<file path="src/rtl/alu_cond_pkg.sv">
package alu_cond_pkg;
  localparam int unsigned FN_W = 4;

  localparam logic [FN_W-1:0] OP_ADD = 4'd0;
  localparam logic [FN_W-1:0] OP_SUB = 4'd1;
  localparam logic [FN_W-1:0] OP_AND = 4'd2;
  localparam logic [FN_W-1:0] OP_XOR = 4'd3;
  localparam logic [FN_W-1:0] OP_MAX = OP_XOR;

  localparam logic [FN_W-1:0] JC_ALW = 4'd0;
  localparam logic [FN_W-1:0] JC_LE  = 4'd1;
  localparam logic [FN_W-1:0] JC_LT  = 4'd2;
  localparam logic [FN_W-1:0] JC_EQ  = 4'd3;
  localparam logic [FN_W-1:0] JC_NE  = 4'd4;
  localparam logic [FN_W-1:0] JC_GE  = 4'd5;
  localparam logic [FN_W-1:0] JC_GT  = 4'd6;
  localparam logic [FN_W-1:0] JC_MAX = JC_GT;

  typedef struct packed {
    logic of;
    logic zf;
    logic sf;
  } flags_t;
endpackage

</file>
<file path="src/rtl/alu_datapath.sv">
module alu_datapath
  import alu_cond_pkg::*;
#(
  parameter int unsigned W = 32
) (
  input  logic [W-1:0]    a_i,
  input  logic [W-1:0]    b_i,
  input  logic [FN_W-1:0] fn_i,
  output logic [W-1:0]    res_o,
  output flags_t          nxt_o,
  output logic            fn_ok_o
);
  localparam int unsigned MSB = W - 1;

  logic [W-1:0] sum, dif;
  logic         ovf_add, ovf_sub;

  assign sum = b_i + a_i;
  assign dif = b_i - a_i;
  assign ovf_add = (a_i[MSB] == b_i[MSB]) && (sum[MSB] != b_i[MSB]);
  assign ovf_sub = (a_i[MSB] != b_i[MSB]) && (dif[MSB] != b_i[MSB]);
  assign fn_ok_o = (fn_i <= OP_MAX);

  always_comb begin
    res_o     = '0;
    nxt_o.of  = 1'b0;
    unique case (fn_i)
      OP_ADD: begin res_o = sum; nxt_o.of = ovf_add; end
      OP_SUB: begin res_o = dif; nxt_o.of = ovf_sub; end
      OP_AND: res_o = a_i & b_i;
      OP_XOR: res_o = a_i ^ b_i;
      default: res_o = '0;
    endcase
    nxt_o.zf = (res_o == '0);
    nxt_o.sf = res_o[MSB];
  end
endmodule

</file>
<file path="src/rtl/flag_reg.sv">
module flag_reg
  import alu_cond_pkg::*;
(
  input  logic   clk_i,
  input  logic   rst_ni,
  input  logic   we_i,
  input  flags_t d_i,
  output flags_t q_o
);
  always_ff @(posedge clk_i or negedge rst_ni) begin
    if (!rst_ni)   q_o <= '0;
    else if (we_i) q_o <= d_i;
  end

  AST_NO_WRITE_HOLD: assert property (@(posedge clk_i) disable iff (!rst_ni)
    !we_i |=> q_o == $past(q_o));
endmodule

</file>
<file path="src/rtl/jump_decoder.sv">
module jump_decoder
  import alu_cond_pkg::*;
(
  input  flags_t          fl_i,
  input  logic [FN_W-1:0] fn_i,
  input  logic            eval_i,
  output logic            taken_o,
  output logic            fn_ok_o
);
  logic lt, cond;

  assign lt      = fl_i.sf ^ fl_i.of;
  assign fn_ok_o = (fn_i <= JC_MAX);

  always_comb begin
    unique case (fn_i)
      JC_ALW:  cond = 1'b1;
      JC_LE:   cond = lt | fl_i.zf;
      JC_LT:   cond = lt;
      JC_EQ:   cond = fl_i.zf;
      JC_NE:   cond = ~fl_i.zf;
      JC_GE:   cond = ~lt;
      JC_GT:   cond = ~lt & ~fl_i.zf;
      default: cond = 1'b0;
    endcase
  end

  assign taken_o = eval_i & cond;

  always_comb begin
    if (eval_i && fn_i == JC_ALW)
      AST_ALWAYS_TAKEN: assert (taken_o);
    if (!eval_i || !fn_ok_o)
      AST_IDLE_NOT_TAKEN: assert (!taken_o);
  end
endmodule

</file>
<file path="src/rtl/alu_cond_unit.sv">
module alu_cond_unit
  import alu_cond_pkg::*;
#(
  parameter int unsigned W = 32
) (
  input  logic            clk_i,
  input  logic            rst_ni,
  input  logic [W-1:0]    src_a_i,
  input  logic [W-1:0]    src_b_i,
  input  logic [FN_W-1:0] op_fn_i,
  input  logic            op_valid_i,
  input  logic [FN_W-1:0] jmp_fn_i,
  input  logic            jmp_eval_i,
  output logic [W-1:0]    result_o,
  output logic            flag_of_o,
  output logic            flag_zf_o,
  output logic            flag_sf_o,
  output logic            taken_o,
  output logic            bad_code_o
);
  flags_t nxt, cur;
  logic   op_ok, jmp_ok, fl_we;

  alu_datapath #(.W(W)) u_dp (
    .a_i(src_a_i), .b_i(src_b_i), .fn_i(op_fn_i),
    .res_o(result_o), .nxt_o(nxt), .fn_ok_o(op_ok)
  );

  assign fl_we = op_valid_i & op_ok;

  flag_reg u_fl (
    .clk_i(clk_i), .rst_ni(rst_ni), .we_i(fl_we), .d_i(nxt), .q_o(cur)
  );

  jump_decoder u_jd (
    .fl_i(cur), .fn_i(jmp_fn_i), .eval_i(jmp_eval_i),
    .taken_o(taken_o), .fn_ok_o(jmp_ok)
  );

  assign bad_code_o = (op_valid_i & ~op_ok) | (jmp_eval_i & ~jmp_ok);
  assign flag_of_o  = cur.of;
  assign flag_zf_o  = cur.zf;
  assign flag_sf_o  = cur.sf;

  AST_BAD_OP_HOLD: assert property (@(posedge clk_i) disable iff (!rst_ni)
    (op_valid_i && op_fn_i > OP_MAX) |=> $stable({flag_of_o, flag_zf_o, flag_sf_o}));
  AST_LOGIC_CLR_OF: assert property (@(posedge clk_i) disable iff (!rst_ni)
    (op_valid_i && (op_fn_i == OP_AND || op_fn_i == OP_XOR)) |=> !flag_of_o);
  AST_ZERO_TRACKS: assert property (@(posedge clk_i) disable iff (!rst_ni)
    (op_valid_i && op_fn_i <= OP_MAX) |=> flag_zf_o == ($past(result_o) == '0));
  AST_SIGN_TRACKS: assert property (@(posedge clk_i) disable iff (!rst_ni)
    (op_valid_i && op_fn_i <= OP_MAX) |=> flag_sf_o == $past(result_o[W-1]));
endmodule

</file>
<file path="config.mk">
export PLATFORM = sky130hd
export DESIGN_NAME = alu_cond_unit
export DESIGN_NICKNAME = d
export VERILOG_FILES = /design/src/rtl/alu_cond_pkg.sv /design/src/rtl/alu_datapath.sv /design/src/rtl/flag_reg.sv /design/src/rtl/jump_decoder.sv /design/src/rtl/alu_cond_unit.sv
export SDC_FILE = /design/constraint.sdc
export NUM_CORES = 1
export LEC_CHECK = 0
export ABC_AREA = 1
export BUFFER_PORTS_ARGS = -buffer_cell sky130_fd_sc_hd__buf_2
export CAP_MARGIN = 20
export CORE_MARGIN = 5
export CORE_UTILIZATION = 50
export CTS_BUF_LIST = sky130_fd_sc_hd__clkbuf_8 sky130_fd_sc_hd__clkbuf_16
export DETAILED_ROUTE_END_ITERATION = 10
export GPL_TIMING_DRIVEN = 0
export PLACE_DENSITY = 0.73
export SYNTH_ARGS = -nofsm -noshare
export SYNTH_HDL_FRONTEND = slang
export SYNTH_HIERARCHICAL = 1
export SYNTH_SLANG_ARGS = --single-unit
</file>
<file path="constraint.sdc">
create_clock -name clk_i -period 3.7 [get_ports clk_i]
set_clock_uncertainty 0.2 [all_clocks]
set_input_delay 0.74 -clock clk_i [delete_from_list [all_inputs] [get_ports clk_i]]
set_output_delay 0.74 -clock clk_i [all_outputs]
set_load 0.005 [all_outputs]
</file>
==> results of run 1 <==
-- metal layers --
metal  up-vias  part of all wire [%]
met5         -                     0
met1      3768                    41
met3        77                    12
met2       463                    43
met4         0                   4.3
li1       4282                     -
-- layout make-up --
class / count / area share, %
Clock buffer: 3 / 0.974
Inverter: 295 / 14.4
Buffer: 39 / 4.06
Timing Repair Buffer: 131 / 9.20
Tap cell: 172 / 2.79
Clock inverter: 1 / 0.0487
Sequential cell: 3 / 0.974
Multi-Input combinational cell: 964 / 67.5
-- worst max path at each step --
stage,slack (ns),start,to
finish,0.06,src_a_i[0],result_o[16]
global route,-0.04,src_a_i[16],result_o[31]
CTS,0.01,src_a_i[3],result_o[31]
detailed placement,-0.26,src_b_i[0],result_o[28]
global placement,-0.22,src_b_i[0],result_o[28]
floorplan,0.53,src_a_i[9],result_o[31]
-- cells in the mapped netlist, types with 10 or more instances --
master                     instances
sky130_fd_sc_hd__ha_1             64
sky130_fd_sc_hd__nand3b_1         13
sky130_fd_sc_hd__nand2_1         433
sky130_fd_sc_hd__o21ai_0          28
sky130_fd_sc_hd__buf_4            11
sky130_fd_sc_hd__nand3_2          10
sky130_fd_sc_hd__buf_6            11
sky130_fd_sc_hd__o22ai_1          31
sky130_fd_sc_hd__nor2_1          118
sky130_fd_sc_hd__buf_2            17
sky130_fd_sc_hd__nand3_1         139
sky130_fd_sc_hd__nand4_1          18
sky130_fd_sc_hd__a21oi_1          51
sky130_fd_sc_hd__inv_1           289
sky130_fd_sc_hd__nor2_2           13
-- cell families (layout without fill, tap and decap cells) --
logic type / count (synthesis) / after routing / synth area share (%)
AND/OR/NAND/NOR: 772 / 772 / 52.7
buffers and inverters: 334 / 469 / 21.8
adder cells (fa/ha/maj): 66 / 66 / 13.1
flip-flops: 3 / 3 / 1.17
XOR/XNOR: 3 / 3 / 0.410
AO/OA/AOI/OAI: 123 / 123 / 10.7
-- metrics by stage --
step,setup slack [ns],instances,instance area [sq um],TNS [ns]
2_1_floorplan,0.525,1301,6410,0
3_3_place_gp,-0.217,1585,7180,-0.812
3_5_place_dp,-0.256,1585,7180,-1.06
4_1_cts,0.0116,1592,7320,0
5_1_grt,-0.0431,1608,7710,-0.0921
6_report,0.0600,1608,7710,0
-- report_power, final --
| part | internal (mW) | leakage [nW] | total [mW] | switching (mW) |
|---|---|---|---|---|
| Sequential | 0.0354 | 0.0413 | 0.0383 | 0.00287 |
| Combinational | 0.393 | 4.61 | 1.12 | 0.729 |
| Clock | 0.139 | 0.0423 | 0.169 | 0.0298 |
-- timing repair --
item | CTS | global route
resized for setup | 16 | 80
buffers inserted | 3 | 16
endpoints found under the setup margin | 7 | 17
pin swaps | 2 | 16
hold endpoints to repair | 0 | 0
==> flow_summary.rst, run 1 <==
.. list-table::
   :header-rows: 1

   * - Metric
     - Value
   * - Core area
     - 0.0126 sq mm
   * - Initial Utilization
     - 51.0%
   * - X dimension of the die
     - 123 microns
   * - Routed length per instance
     - 14.6 microns
   * - Routing layer with the top usage in global route
     - met2
   * - Cell type with the highest aggregate area in the netlist
     - sky130_fd_sc_hd__nand2_1
   * - Synthesized area
     - 0.00641 sq mm
   * - Met1 routing resource usage after global routing
     - 39.7%
   * - Critical path class
     - in -> out
   * - Placer's final routability congestion estimate
     - 1.05
   * - Post-detailed-route DRC marker count
     - 0
   * - Wire length of the first global-routing pass
     - 35900 microns
   * - Synth-to-Final Area Change
     - 20.3%
   * - Initial antenna violation count
     - 0
   * - Pin count of the biggest net entering global routing
     - 11
   * - Initial DRC Count
     - 990
   * - Total die area
     - 0.0152 sq mm
   * - DRT Wirelength
     - 23500 microns
   * - Area taken by flip-flops and latches
     - 75.1 sq um
   * - Setup crit start kind
     - primary input
   * - Number of logic stages on the critical path including buffering
     - 15
   * - Register-to-register path setup slack
     - 2.83 ns
   * - Leak
     - 4.69 nW
   * - Ant. Diodes
     - 0
   * - Final Hold Fails
     - 0
   * - Critical path's slowest cell
     - sky130_fd_sc_hd__fa_2
   * - Final cell utilization of the core
     - 61.3%
   * - Max-slew violation total from the final report
     - 0
   * - Final critical path time including I/O delays and setup
     - 3.64 ns
   * - Post-cts hold buffer count
     - 0
   * - Clock edge transition at the registers on the reported setup and hold paths
     - 0.03 ns
   * - Cells taking the most area after synthesis
     - sky130_fd_sc_hd__nand2_1, sky130_fd_sc_hd__inv_1, sky130_fd_sc_hd__ha_1, sky130_fd_sc_hd__nand3_1, sky130_fd_sc_hd__nor2_1
   * - Global-route usage over all layers
     - 29.8%
   * - CP Data Arrival Time
     - 2.70 ns
   * - Share of async-settable or async-resettable flops after synthesis
     - 100%
   * - Vias per cell
     - 5.34
   * - Number of warnings issued by yosys
     - 6
   * - Met2 Track Usage GR
     - 47.6%
   * - Worst-Margin Slew
     - 0.440 ns
   * - Buffer levels on the longest clock path
     - 2
   * - Tightest Hold Check Type
     - in -> async
   * - Worst path top cell family by delay
     - simple AND/OR/NAND/NOR gates
   * - Total buffers and inverters traversed by the critical path
     - 4
   * - Commonest cells after routing, fill and taps aside
     - sky130_fd_sc_hd__nand2_1, sky130_fd_sc_hd__inv_1, sky130_fd_sc_hd__nand3_1
   * - Worst r2r dst
     - u_fl/q_o[1]
   * - Depth of the worst register-to-register path
     - 2
   * - F_max
     - 275 MHz
   * - Via total after detailed routing
     - 8590
   * - Met3 Usage GRT
     - 4.85%
   * - Average cell area after synthesis
     - 4.92 sq um
   * - Number of H-tree levels
     - 1
   * - Yosys top cell area share
     - 25.4%
   * - Cell seen most often among critical-path stages
     - sky130_fd_sc_hd__nand2_1
   * - Clock tree from TritonCTS
     - done
   * - Fill cell count
     - 1375
   * - Count of antenna-violating nets left after detailed routing
     - 0
   * - CTS sink cnt
     - 3
   * - Most used flip-flop cell after synthesis
     - sky130_fd_sc_hd__dfrtp_1
   * - Synthesized instance count
     - 1301
   * - Number of buffers inserted during clock tree synthesis
     - 3
   * - Maximum capacitance violations
     - 0
   * - Via count of the first global-routing pass
     - 7601
   * - Largest register FFs
     - 3
   * - Slew margin rel.
     - 70.3%
   * - Root buffer selected by CTS
     - sky130_fd_sc_hd__clkbuf_16
   * - Router iterations before antenna repair
     - 8
   * - Final #Nets
     - 1579
   * - Delay of the slowest cell on the worst path
     - 0.43 ns
   * - Total area of multi-input combinational cells
     - 0.00520 sq mm
   * - Commonest non-fill, non-tap cell in the layout
     - sky130_fd_sc_hd__nand2_1
   * - Share of the yosys chip area belonging to registers
     - 1.17%
   * - Top-level port count
     - 113
   * - Maximum vdd drop
     - 0.000136 V
   * - Areal power density over the cells
     - 172 mW/mm^2
   * - Number of rows created at floorplan
     - 41
   * - Cells along the critical path
     - buf_2 -> ha_2 -> inv_1 -> fa_2 -> o21ai_2 -> nand3b_1 -> nand2_2 -> nand3_1 -> nand2_1 -> nand2_1 -> nand3_1 -> nand2_1 -> nor2_2 -> inv_1 -> buf_2
   * - Number of distinct library cells after synthesis
     - 34
   * - Reg with most FFs
     - u_fl/q_o
   * - #FFs+latches synth
     - 3
   * - Worst hold slack
     - 0.109 ns
   * - Height of the die
     - 123 microns
   * - # setup viols final
     - 0
   * - Number of buffers added on ports
     - 112
   * - Post-synth EDFFs
     - 0
   * - Top Registers
     - u_fl/q_o x3
   * - Capturing element type of the critical path
     - output port
   * - Startpoint of the most critical register-to-register path
     - u_fl/q_o[1]
   * - Clock latency reported for the late side of the worst-skew pair
     - 0.22 ns
   * - Setup repair after global routing missed its margin
     - yes
   * - HPWL reported at the end of detailed placement
     - 19600 microns
   * - Total congestion overflow
     - 0
   * - Overall power after layout
     - 1.33 mW
   * - Synthesized net count
     - 1443
   * - CP Max Fanout
     - 4
   * - Final critical-path share of the clock period
     - 98.4%
   * - Status
     - finished, final reports clean
   * - Layout cell share with drive strength beyond 1
     - 20.5%
   * - Crit path required time
     - 2.76 ns
(Power assumes the default switching activity.)
==> run 2: changes to the inputs <==
--- a/config.mk
+++ b/config.mk
@@ -13,7 +13,7 @@
 export CTS_BUF_LIST = sky130_fd_sc_hd__clkbuf_8 sky130_fd_sc_hd__clkbuf_16
 export DETAILED_ROUTE_END_ITERATION = 10
 export GPL_TIMING_DRIVEN = 0
-export PLACE_DENSITY = 0.73
+export PLACE_DENSITY = 0.79
 export SYNTH_ARGS = -nofsm -noshare
 export SYNTH_HDL_FRONTEND = slang
 export SYNTH_HIERARCHICAL = 1
==> flow_summary.rst, run 2 (synthesized netlist as in run 1, its figures left out) <==
.. list-table::
   :header-rows: 1

   * - Metric
     - Value
   * - Total buffers and inverters traversed by the critical path
     - 5 (was 4)
   * - X dimension of the die
     - 123 microns (unchanged)
   * - Setup repair after global routing missed its margin
     - yes (unchanged)
   * - Critical path class
     - in -> out (unchanged)
   * - Crit path required time
     - 2.76 ns (about the same)
   * - Int Power
     - 576 uW (was 567 uW)
   * - Clock latency reported for the late side of the worst-skew pair
     - 0.23 ns (was 0.22 ns)
   * - Count of antenna-violating nets left after detailed routing
     - 0 (unchanged)
   * - Sequential share of power
     - 2.8% (was 2.9%)
   * - Vias per cell
     - 5.47 (was 5.34)
   * - Leak
     - 4.71 nW (was 4.69 nW)
   * - Number of H-tree levels
     - 1 (unchanged)
   * - Number of buffers added on ports
     - 112 (unchanged)
   * - Router iterations before antenna repair
     - 8 (unchanged)
   * - Total die area
     - 0.0152 sq mm (unchanged)
   * - Fraction of power consumed by the clock network
     - 12.7% (about the same)
   * - Placer's final routability congestion estimate
     - 1.08 (was 1.05)
   * - Worst-Margin Slew
     - 0.438 ns (was 0.440 ns)
   * - Top-level port count
     - 113 (unchanged)
   * - Final #Nets
     - 1580 (was 1579)
   * - Slew margin rel.
     - 70.5% (was 70.3%)
   * - Top Registers
     - u_fl/q_o x3 (unchanged)
   * - Worst r2r dst
     - u_fl/q_o[1] (unchanged)
   * - Root buffer selected by CTS
     - sky130_fd_sc_hd__clkbuf_16 (unchanged)
   * - Areal power density over the cells
     - 176 mW/mm^2 (was 172 mW/mm^2)
   * - Initial Utilization
     - 51.0% (unchanged)
   * - Clock edge transition at the registers on the reported setup and hold paths
     - 0.03 ns (about the same)
   * - CTS sink cnt
     - 3 (unchanged)
   * - Layout cell share with drive strength beyond 1
     - 21.8% (was 20.5%)
   * - Initial antenna violation count
     - 0 (unchanged)
   * - Status
     - finished, final reports clean (unchanged)
   * - Via count of the first global-routing pass
     - 7688 (was 7601)
   * - Global-route usage over all layers
     - 31.9% (was 29.8%)
   * - Post-detailed-route DRC marker count
     - 0 (unchanged)
   * - Ant. Diodes
     - 0 (unchanged)
   * - Number of buffers inserted during clock tree synthesis
     - 3 (unchanged)
   * - Clock tree from TritonCTS
     - done (unchanged)
   * - F_max
     - 271 MHz (was 275 MHz)
   * - Total instance count after detailed placement
     - 1585 (unchanged)
   * - HPWL reported at the end of detailed placement
     - 21000 microns (was 19600 microns)
   * - Synth-to-Final Area Change
     - 21.8% (was 20.3%)
   * - Reg with most FFs
     - u_fl/q_o (unchanged)
   * - # setup viols final
     - 0 (unchanged)
   * - Worst hold slack
     - 0.0993 ns (was 0.109 ns)
   * - Via total after detailed routing
     - 8799 (was 8590)
   * - DRT Wirelength
     - 25200 microns (was 23500 microns)
   * - Cells along the critical path
     - buf_2 -> inv_1 -> ha_1 -> clkbuf_4 -> clkinvlp_4 -> a21oi_1 -> a21boi_0 -> o21ai_0 -> a21oi_1 -> nand2_1 -> nand2_1 -> nand3_1 -> nand3_1 -> buf_2 (was buf_2 -> ha_2 -> inv_1 -> fa_2 -> o21ai_2 -> nand3b_1 -> nand2_2 -> nand3_1 -> nand2_1 -> nand2_1 -> nand3_1 -> nand2_1 -> nor2_2 -> inv_1 -> buf_2)
   * - Initial DRC Count
     - 1027 (was 990)
   * - Critical path's slowest cell
     - sky130_fd_sc_hd__ha_1 (was sky130_fd_sc_hd__fa_2)
   * - Commonest non-fill, non-tap cell in the layout
     - sky130_fd_sc_hd__nand2_1 (unchanged)
   * - Wire length of the first global-routing pass
     - 38000 microns (was 35900 microns)
   * - Total negative setup slack
     - 0 ns (unchanged)
   * - Setup crit start kind
     - primary input (unchanged)
   * - Maximum capacitance violations
     - 0 (unchanged)
   * - Final cell utilization of the core
     - 62.1% (was 61.3%)
   * - Area taken by flip-flops and latches
     - 75.1 sq um (unchanged)
   * - Tightest Hold Check Type
     - in -> async (unchanged)
   * - Worst path top cell family by delay
     - compound AO/OA/AOI/OAI gates (was simple AND/OR/NAND/NOR gates)
   * - Max-slew violation total from the final report
     - 0 (unchanged)
   * - Pin count of the biggest net entering global routing
     - 11 (unchanged)
   * - NetSw
     - 795 uW (was 762 uW)
   * - Number of rows created at floorplan
     - 41 (unchanged)
   * - Final Hold Fails
     - 0 (unchanged)
   * - CP Data Arrival Time
     - 2.76 ns (was 2.70 ns)
   * - Commonest cells after routing, fill and taps aside
     - sky130_fd_sc_hd__nand2_1, sky130_fd_sc_hd__inv_1, sky130_fd_sc_hd__buf_2, sky130_fd_sc_hd__nand3_1, sky130_fd_sc_hd__nor2_1 (was sky130_fd_sc_hd__nand2_1, sky130_fd_sc_hd__inv_1, sky130_fd_sc_hd__nand3_1)
   * - Startpoint of the most critical register-to-register path
     - u_fl/q_o[1] (unchanged)
   * - Switching share of total power
     - 58.0% (was 57.3%)
   * - Delay of the slowest cell on the worst path
     - 0.26 ns (was 0.43 ns)
   * - Core area
     - 0.0126 sq mm (unchanged)
   * - Height of the die
     - 123 microns (unchanged)
   * - Capturing element type of the critical path
     - output port (unchanged)
   * - Final std cells w/o fill
     - 1609 (was 1608)
   * - Register-to-register path setup slack
     - 2.84 ns (was 2.83 ns)
   * - Total congestion overflow
     - 0 (unchanged)
   * - Final critical path time including I/O delays and setup
     - 3.70 ns (was 3.64 ns)
   * - Fill cell count
     - 1396 (was 1375)
   * - Depth of the worst register-to-register path
     - 2 (unchanged)
   * - Combinational share of power
     - 84.5% (was 84.4%)
   * - CP Max Fanout
     - 8 (was 4)
   * - Placement Setup Slack
     - -0.198 ns (was -0.256 ns)
   * - Largest register FFs
     - 3 (unchanged)
   * - Final critical-path share of the clock period
     - 99.9% (was 98.4%)
   * - Buffer levels on the longest clock path
     - 2 (unchanged)
   * - Final setup slack of the worst path
     - 0.00388 ns (was 0.0600 ns)
   * - Routed length per instance
     - 15.7 microns (was 14.6 microns)
   * - Maximum vdd drop
     - 0.0000981 V (was 0.000136 V)
   * - Number of logic stages on the critical path including buffering
     - 14 (was 15)
   * - Total area of multi-input combinational cells
     - 0.00530 sq mm (was 0.00520 sq mm)
-- run 2: cell types whose count changed in the layout (fill, tap and decap cells not counted), moves of 4 or more --
cell,delta
sky130_fd_sc_hd__o21ai_0,-7
sky130_fd_sc_hd__nand2_1,-5
sky130_fd_sc_hd__o21ai_1,+6
sky130_fd_sc_hd__ha_4,+4
sky130_fd_sc_hd__buf_2,+5
sky130_fd_sc_hd__nor2_1,-5
sky130_fd_sc_hd__inv_2,+5
sky130_fd_sc_hd__inv_1,-4
sky130_fd_sc_hd__buf_4,-4
-- run 2: how the worst max path moves through the flow --
| stage | end | slack [ns] | from |
|---|---|---|---|
| floorplan | result_o[31] | 0.53 | src_a_i[9] |
| global placement | result_o[16] | -0.18 | src_a_i[4] |
| detailed placement | result_o[28] | -0.20 | src_a_i[0] |
| CTS | result_o[16] | 0.007 | src_a_i[6] |
| global route | result_o[30] | -0.07 | src_a_i[0] |
| finish | result_o[30] | 0.004 | src_a_i[29] |
-- run 2: metal layers --
metal  global-route usage, %  part of all wire, %  vias to the layer above
li1                        -                    -                     4285
met2                    50.9                   44                      519
met5                       0                    0                        -
met3                    6.63                   13                       66
met4                    9.07                  3.0                        0
met1                    43.5                   40                     3929
-- run 2: stage by stage --
step / area, sq um / power (mW)
2_1_floorplan: 6410 / 0.744
3_3_place_gp: 7180 / 1.04
3_5_place_dp: 7180 / 1.05
4_1_cts: 7360 / 1.25
5_1_grt: 7800 / 1.49
6_report: 7800 / 1.37
-- run 2: area by class of cell --
class | count | share of cell area [%]
clock buffer | 3 | 0.962
sequential | 3 | 0.962
multi-input combinational | 964 | 67.9
tap | 172 | 2.76
inverter | 295 | 14.2
timing repair buffer | 132 | 9.01
buffer | 39 | 4.07
clock inverter | 1 | 0.0481
-- run 2: power groups by stage --
stage | clock (mW) | sequential [mW] | combinational (mW)
floorplan | 0 | 0.0382 | 0.705
global placement | 0 | 0.0386 | 1.01
detailed placement | 0 | 0.0388 | 1.02
CTS | 0.177 | 0.0383 | 1.04
global route | 0.181 | 0.0385 | 1.27
finish | 0.175 | 0.0383 | 1.16
-- run 2: timing repair --
item / 4_1_cts / 5_1_grt
gates resized for setup: 22 / 102
pin swaps: 4 / 27
cloned: 0 / 3
buffers inserted: 4 / 13
endpoints found under the setup margin: 6 / 19
hold buffers: 0 / 0
